`config.mk`:
```
export PLATFORM = sky130hd
export DESIGN_NAME = i2c_err_recovery
export DESIGN_NICKNAME = d
export VERILOG_FILES = /design/src/rtl/i2c_err_pkg.sv /design/src/rtl/i2c_err_flags.sv /design/src/rtl/i2c_nack_ctl.sv /design/src/rtl/i2c_tmo_recovery.sv /design/src/rtl/i2c_err_recovery.sv
export SDC_FILE = /design/constraint.sdc
export NUM_CORES = 1
export LEC_CHECK = 0
export BUFFER_PORTS_ARGS = -buffer_cell sky130_fd_sc_hd__buf_4
export CAP_MARGIN = 20
export CORE_UTILIZATION = 44
export DETAILED_ROUTE_END_ITERATION = 8
export PLACE_DENSITY = 0.8
export SLEW_MARGIN = 25
export SYNTH_ARGS = -nofsm -noshare
export SYNTH_HDL_FRONTEND = slang
export SYNTH_SLANG_ARGS = --single-unit
```
`constraint.sdc`:
```
create_clock -name clk_i -period 2.7 [get_ports clk_i]
set_input_delay 0.54 -clock clk_i [delete_from_list [all_inputs] [get_ports clk_i]]
set_output_delay 0.54 -clock clk_i [all_outputs]
set_load 0.02 [all_outputs]
```
`src/rtl/i2c_err_pkg.sv`:
```
package i2c_err_pkg;
  localparam int unsigned NUM_ERR_FLAGS  = 3;
  localparam int unsigned NUM_BUF_FAULTS = 4;
  localparam int unsigned FLAG_TMO  = 0;
  localparam int unsigned FLAG_COLL = 1;
  localparam int unsigned FLAG_NACK = 2;

  typedef enum logic [1:0] {
    RS_IDLE    = 2'd0,
    RS_WAIT_SW = 2'd1,
    RS_STOP    = 2'd2
  } rcv_state_e;
endpackage

```
`src/rtl/i2c_err_flags.sv`:
```
module i2c_err_flags #(
  parameter int unsigned NUM_FLAGS = 3,
  parameter int unsigned FORCE_IDX = 2
) (
  input  logic                 clk_i,
  input  logic                 rst_ni,
  input  logic [NUM_FLAGS-1:0] set_i,
  input  logic [NUM_FLAGS-1:0] clr_i,
  input  logic [NUM_FLAGS-1:0] en_i,
  input  logic                 force_set_i,
  output logic [NUM_FLAGS-1:0] flags_o,
  output logic                 irq_o
);
  logic [NUM_FLAGS-1:0] flag_q;
  logic                 force_q;

  for (genvar g = 0; g < NUM_FLAGS; g++) begin : g_flag
    always_ff @(posedge clk_i or negedge rst_ni) begin
      if (!rst_ni) flag_q[g] <= 1'b0;
      else         flag_q[g] <= set_i[g] | (flag_q[g] & ~clr_i[g]);
    end
  end

  // pending fault interrupt follows the lifetime of its flag
  always_ff @(posedge clk_i or negedge rst_ni) begin
    if (!rst_ni) force_q <= 1'b0;
    else         force_q <= force_set_i | (force_q & ~clr_i[FORCE_IDX]);
  end

  assign flags_o = flag_q;
  assign irq_o   = (|(flag_q & en_i)) | force_q;
endmodule

```
`src/rtl/i2c_nack_ctl.sv`:
```
module i2c_nack_ctl #(
  parameter int unsigned NUM_FAULTS = 4
) (
  input  logic                  clk_i,
  input  logic                  rst_ni,
  input  logic                  ninth_pulse_i,
  input  logic                  sda_i,
  input  logic                  client_act_i,
  input  logic                  host_act_i,
  input  logic [NUM_FAULTS-1:0] fault_i,
  output logic                  nack_set_o,
  output logic                  fault_hit_o,
  output logic                  auto_nack_o
);
  logic [NUM_FAULTS-1:0] prev_q;
  logic [NUM_FAULTS-1:0] rise;
  logic                  auto_q;

  always_ff @(posedge clk_i or negedge rst_ni) begin
    if (!rst_ni) prev_q <= '0;
    else         prev_q <= fault_i;
  end

  assign rise        = fault_i & ~prev_q;
  assign fault_hit_o = |rise;
  assign nack_set_o  = (ninth_pulse_i & sda_i & (client_act_i | host_act_i)) | fault_hit_o;

  always_ff @(posedge clk_i or negedge rst_ni) begin
    if (!rst_ni) auto_q <= 1'b0;
    else         auto_q <= fault_hit_o;
  end

  assign auto_nack_o = auto_q;
endmodule

```
`src/rtl/i2c_tmo_recovery.sv`:
```
module i2c_tmo_recovery
  import i2c_err_pkg::*;
(
  input  logic clk_i,
  input  logic rst_ni,
  input  logic tmo_i,
  input  logic host_mode_i,
  input  logic recov_en_i,
  input  logic host_act_i,
  input  logic stop_cmd_i,
  input  logic stop_done_i,
  input  logic scl_held_i,
  output logic soft_rst_o,
  output logic clr_client_act_o,
  output logic clr_clk_stretch_o,
  output logic clr_host_rdy_o,
  output logic stop_req_o,
  output logic clr_host_act_o
);
  rcv_state_e state_q, state_d;
  logic srst_q, cca_q, ccs_q, chr_q, cha_q;
  logic client_rec, host_tmo;

  assign client_rec = tmo_i & ~host_mode_i & recov_en_i;
  assign host_tmo   = tmo_i & host_mode_i & host_act_i;

  always_comb begin
    state_d = state_q;
    unique case (state_q)
      RS_IDLE:    if (host_tmo) state_d = recov_en_i ? RS_STOP : RS_WAIT_SW;
      RS_WAIT_SW: if (stop_cmd_i) state_d = RS_STOP;
      RS_STOP:    if (stop_done_i) state_d = RS_IDLE;
      default:    state_d = RS_IDLE;
    endcase
  end

  always_ff @(posedge clk_i or negedge rst_ni) begin
    if (!rst_ni) begin
      state_q <= RS_IDLE;
      srst_q  <= 1'b0;
      cca_q   <= 1'b0;
      ccs_q   <= 1'b0;
      chr_q   <= 1'b0;
      cha_q   <= 1'b0;
    end else begin
      state_q <= state_d;
      srst_q  <= client_rec & ~srst_q;
      cca_q   <= client_rec;
      ccs_q   <= client_rec;
      chr_q   <= host_tmo;
      cha_q   <= (state_q == RS_STOP) & stop_done_i;
    end
  end

  assign soft_rst_o        = srst_q;
  assign clr_client_act_o  = cca_q;
  assign clr_clk_stretch_o = ccs_q;
  assign clr_host_rdy_o    = chr_q;
  assign clr_host_act_o    = cha_q;
  // request withheld while a client stretches the clock
  assign stop_req_o        = (state_q == RS_STOP) & ~scl_held_i;
endmodule

```
`src/rtl/i2c_err_recovery.sv`:
```
module i2c_err_recovery
  import i2c_err_pkg::*;
(
  input  logic                      clk_i,
  input  logic                      rst_ni,
  input  logic                      tmo_i,
  input  logic                      coll_i,
  input  logic                      ninth_pulse_i,
  input  logic                      sda_i,
  input  logic [NUM_BUF_FAULTS-1:0] buf_fault_i,
  input  logic                      client_act_i,
  input  logic                      host_act_i,
  input  logic                      host_mode_i,
  input  logic                      recov_en_i,
  input  logic                      stop_cmd_i,
  input  logic                      stop_done_i,
  input  logic                      scl_held_i,
  input  logic [NUM_ERR_FLAGS-1:0]  flag_clr_i,
  input  logic [NUM_ERR_FLAGS-1:0]  irq_en_i,
  output logic [NUM_ERR_FLAGS-1:0]  err_flags_o,
  output logic                      err_irq_o,
  output logic                      soft_rst_o,
  output logic                      clr_client_act_o,
  output logic                      clr_clk_stretch_o,
  output logic                      clr_host_rdy_o,
  output logic                      stop_req_o,
  output logic                      clr_host_act_o,
  output logic                      auto_nack_o
);
  logic                     nack_set, fault_hit;
  logic [NUM_ERR_FLAGS-1:0] flag_set;

  always_comb begin
    flag_set            = '0;
    flag_set[FLAG_TMO]  = tmo_i;
    flag_set[FLAG_COLL] = coll_i;
    flag_set[FLAG_NACK] = nack_set;
  end

  i2c_nack_ctl #(.NUM_FAULTS(NUM_BUF_FAULTS)) u_nack (
    .clk_i        (clk_i),
    .rst_ni       (rst_ni),
    .ninth_pulse_i(ninth_pulse_i),
    .sda_i        (sda_i),
    .client_act_i (client_act_i),
    .host_act_i   (host_act_i),
    .fault_i      (buf_fault_i),
    .nack_set_o   (nack_set),
    .fault_hit_o  (fault_hit),
    .auto_nack_o  (auto_nack_o)
  );

  i2c_err_flags #(.NUM_FLAGS(NUM_ERR_FLAGS), .FORCE_IDX(FLAG_NACK)) u_flags (
    .clk_i      (clk_i),
    .rst_ni     (rst_ni),
    .set_i      (flag_set),
    .clr_i      (flag_clr_i),
    .en_i       (irq_en_i),
    .force_set_i(fault_hit),
    .flags_o    (err_flags_o),
    .irq_o      (err_irq_o)
  );

  i2c_tmo_recovery u_rcv (
    .clk_i            (clk_i),
    .rst_ni           (rst_ni),
    .tmo_i            (tmo_i),
    .host_mode_i      (host_mode_i),
    .recov_en_i       (recov_en_i),
    .host_act_i       (host_act_i),
    .stop_cmd_i       (stop_cmd_i),
    .stop_done_i      (stop_done_i),
    .scl_held_i       (scl_held_i),
    .soft_rst_o       (soft_rst_o),
    .clr_client_act_o (clr_client_act_o),
    .clr_clk_stretch_o(clr_clk_stretch_o),
    .clr_host_rdy_o   (clr_host_rdy_o),
    .stop_req_o       (stop_req_o),
    .clr_host_act_o   (clr_host_act_o)
  );
endmodule

```
==> impl_metrics.py <==
metrics = {
    "die": {
        "coreArea_um2": 1190,
        "die_height_um": 38.9,
        "initial_core_util_pct": 50.4,
        "fp-row-count": 12,
        "ios": 34,
        "fp.dieW_um": 38.9,
        "dieArea_um2": 1510,
    },
    "timing": {
        "tns_ns": 0,
        "hold_slack_ns": 0.0900,
        "worst-slew-pin-transition_ns": 0.363,
        "timing.fmax_mhz": 612,
        "worst_slack_ns": 1.07,
        "setup_viol": 0,
        "min_period_ns": 1.63,
        "hold_viol": 0,
        "worst_clock_skew_ns": 0.00263,
        "period_share_pct": 60.5,
        "slew_violations": 0,
        "slew_headroom_pct": 75.8,
        "rsz0062_at_grt": "no",
    },
    "detailed_routing": {
        "routed_via_density": 4.86,
        "drtAntennaViolNets": 0,
        "dr.pass1.iters": 2,
        "route.detailed.drc": 0,
        "wire_per_inst_um": 12.0,
        "num_vias": 471,
        "dr.first_iter.drc_count": 3,
        "drt_wl_total_um": 1170,
    },
    "synthesis": {
        "syn_area_um2": 598,
        "yosysSeqAreaShare_pct": 62.8,
        "async_flop_share_pct": 100,
        "synth_cell_type_count": 21,
        "synthAdderAreaFrac_pct": 0,
        "ys_warn_count": 0,
        "synth_top_family_by_area": "simple AND/OR/NAND/NOR gates",
        "synth_top_area_share_pct": 62.8,
        "synth_top_cells_by_area": "dfrtp_1 (63%), a2111oi_4 (4.6%), inv_1 (4.4%)",
        "yosysTopAreaCell": "dfrtp_1",
        "synthMuxAreaShare_pct": 0,
        "synth_simple_gate_area_share_pct": 15.9,
        "synth-compound-area-share_pct": 15.7,
        "synth_ff_type": "dfrtp_1",
        "synth_edf_count": 0,
        "ys_seq_elements": 15,
        "postSynthCellCount": 47,
        "avgSynthCellArea_um2": 12.7,
        "synth_nets": 70,
        "yosys.area_share.xor_xnor_pct": 0,
    },
    "global_routing": {
        "met2_usage_pct": 32.1,
        "grt-ovfl-total": 0,
        "grt_pass1_vias": 434,
        "top_usage_layer": "met2",
        "grt_usage_pct": 19.0,
        "grt_pass1_wl_um": 1760,
        "grt_start_max_net_pins": 16,
        "antenna_found_initial": 0,
        "grtUsageMet1_pct": 20.2,
        "grtUsageMet3_pct": 3.47,
    },
    "critical_path": {
        "critPathCaptureType": "output port",
        "cp_max_fo": 3,
        "start_kind": "register",
        "cp.required_ns": 2.16,
        "worstRegToRegCells": 3,
        "r2r-end": "u_flags.flags_o[2]$_DFF_PN0_",
        "crit_arrival_ns": 1.09,
        "r2r-start": "u_nack.prev_q[2]$_DFF_PN0_",
        "path_class": "register to output port",
        "reg2reg_slack_ns": 1.64,
    },
    "layout": {
        "postLayoutCoreUtil_pct": 74.4,
        "nFillCells": 92,
        "synthToLayoutAreaGrowth_pct": 47.5,
        "nNetsFinal": 107,
        "layout-drive-gt1-share_pct": 48.2,
        "n_antenna_cell": 0,
    },
    "cts": {
        "clock-sinks": 15,
        "hold_buffers": 0,
        "clock_latency_ns": 0.28,
        "cts_resized": 0,
        "cts_setup_buffers": 0,
        "cts_tree": "yes",
        "cts.htree.levels": 1,
        "clockRootBuffer": "clkbuf_4",
        "cts_made_buffers": 3,
        "clk_pin_slew_ns": 0.08,
        "cts_buffer_depth": 2,
    },
    "placement": {
        "hpwl_um": 961,
        "place_congestion": 0.689,
        "post-place-ws_ns": 1.10,
        "numPortBuffers": 33,
    },
    "job": {
        "cap_violations": 0,
    },
    "power_and_ir_drop": {
        "peakVddDrop_mv": 0.322,
        "power_density_nw_per_um2": 517,
        "p_leak_nw": 0.456,
    },
    "min_path": {
        "worstHoldPathType": "input pin to asynchronous set/reset pin",
    },
    "outcome": {
        "outcome": "finished, final reports clean",
    },
}
==> final cells by class <==
type	instances	area [um2]	area share, %
inverter	7	26.3	2.98
timing repair buffer	33	248	28.1
clock buffer	4	26.3	2.98
multi-input combinational	24	189	21.4
sequential	15	375	42.6
tap	14	17.5	1.99
==> cells in the mapped netlist, types with 2 or more instances <==
master and n:
inv_1 7, nand2_1 2, nor3_1 2, dfrtp_1 15, nor2b_1 4, a21o_1 2
==> flip-flops by register name, indices dropped and copies added, names as in the netlist <==
signal                  flops
u_rcv.clr_host_rdy_o        1
u_rcv.clr_host_act_o        1
u_flags.force_q             1
u_rcv.clr_client_act_o      1
u_nack.auto_nack_o          1
u_flags.flags_o             3
u_rcv.soft_rst_o            1
u_rcv.state_q               2
u_nack.prev_q               4
==> worst max-delay path, cell delays in order (launching register included) <==
cell and delay, ns:
dfrtp_1 0.40, a22oi_1 0.19, nand2_1 0.07, buf_4 0.16
==> metal layers <==
layer	up-vias	routed length (um)
met3	4	105
met5	-	0
met4	0	21
li1	232	-
met2	29	594
met1	206	444
==> how the worst max path moves through the flow <==
stage / to / slack, ns / from / depth (start not counted)
floorplan: stop_req_o / 1.16 / scl_held_i / 1
CTS: err_irq_o / 1.05 / u_flags.flags_o[2]$_DFF_PN0_ / 3
global placement: err_irq_o / 1.13 / irq_en_i[1] / 4
global route: stop_req_o / 0.98 / u_rcv.state_q[1]$_DFFE_PN0P_ / 3
detailed placement: err_irq_o / 1.10 / irq_en_i[1] / 4
finish: err_irq_o / 1.07 / u_flags.flags_o[1]$_DFF_PN0_ / 3
==> stage by stage <==
step / std cells / area (um2) / total power [mW]
after floorplan: 47 / 598 / 0.287
after global placement: 93 / 856 / 0.334
after detailed placement: 93 / 856 / 0.337
after CTS: 97 / 882 / 0.462
after global routing: 97 / 882 / 0.480
final: 97 / 882 / 0.456
==> power breakdown <==
group / leakage, nW / internal (mW) / total [mW] / switching [mW]
clock: 0.0150 / 0.0574 / 0.124 / 0.0670
combinational: 0.262 / 0.0458 / 0.0848 / 0.0389
sequential: 0.179 / 0.238 / 0.247 / 0.00855
total: 0.456 / 0.341 / 0.456 / 0.115
==> cells in the final DEF, fill, tap and decap left out, types with 2 or more instances in the layout <==
master    Yosys  layout
buf_4         1      33
dfrtp_1      15      15
inv_1         7       7
nor2b_1       4       4
clkbuf_4      0       3
a21o_1        2       2
nand2_1       2       2
nor3_1        2       2
==> logic make-up after synthesis <==
group,Yosys count
compound gates,10
flops,15
buf+inv,8
simple gates,14
Note: power is estimated with default switching activity, not from simulation.
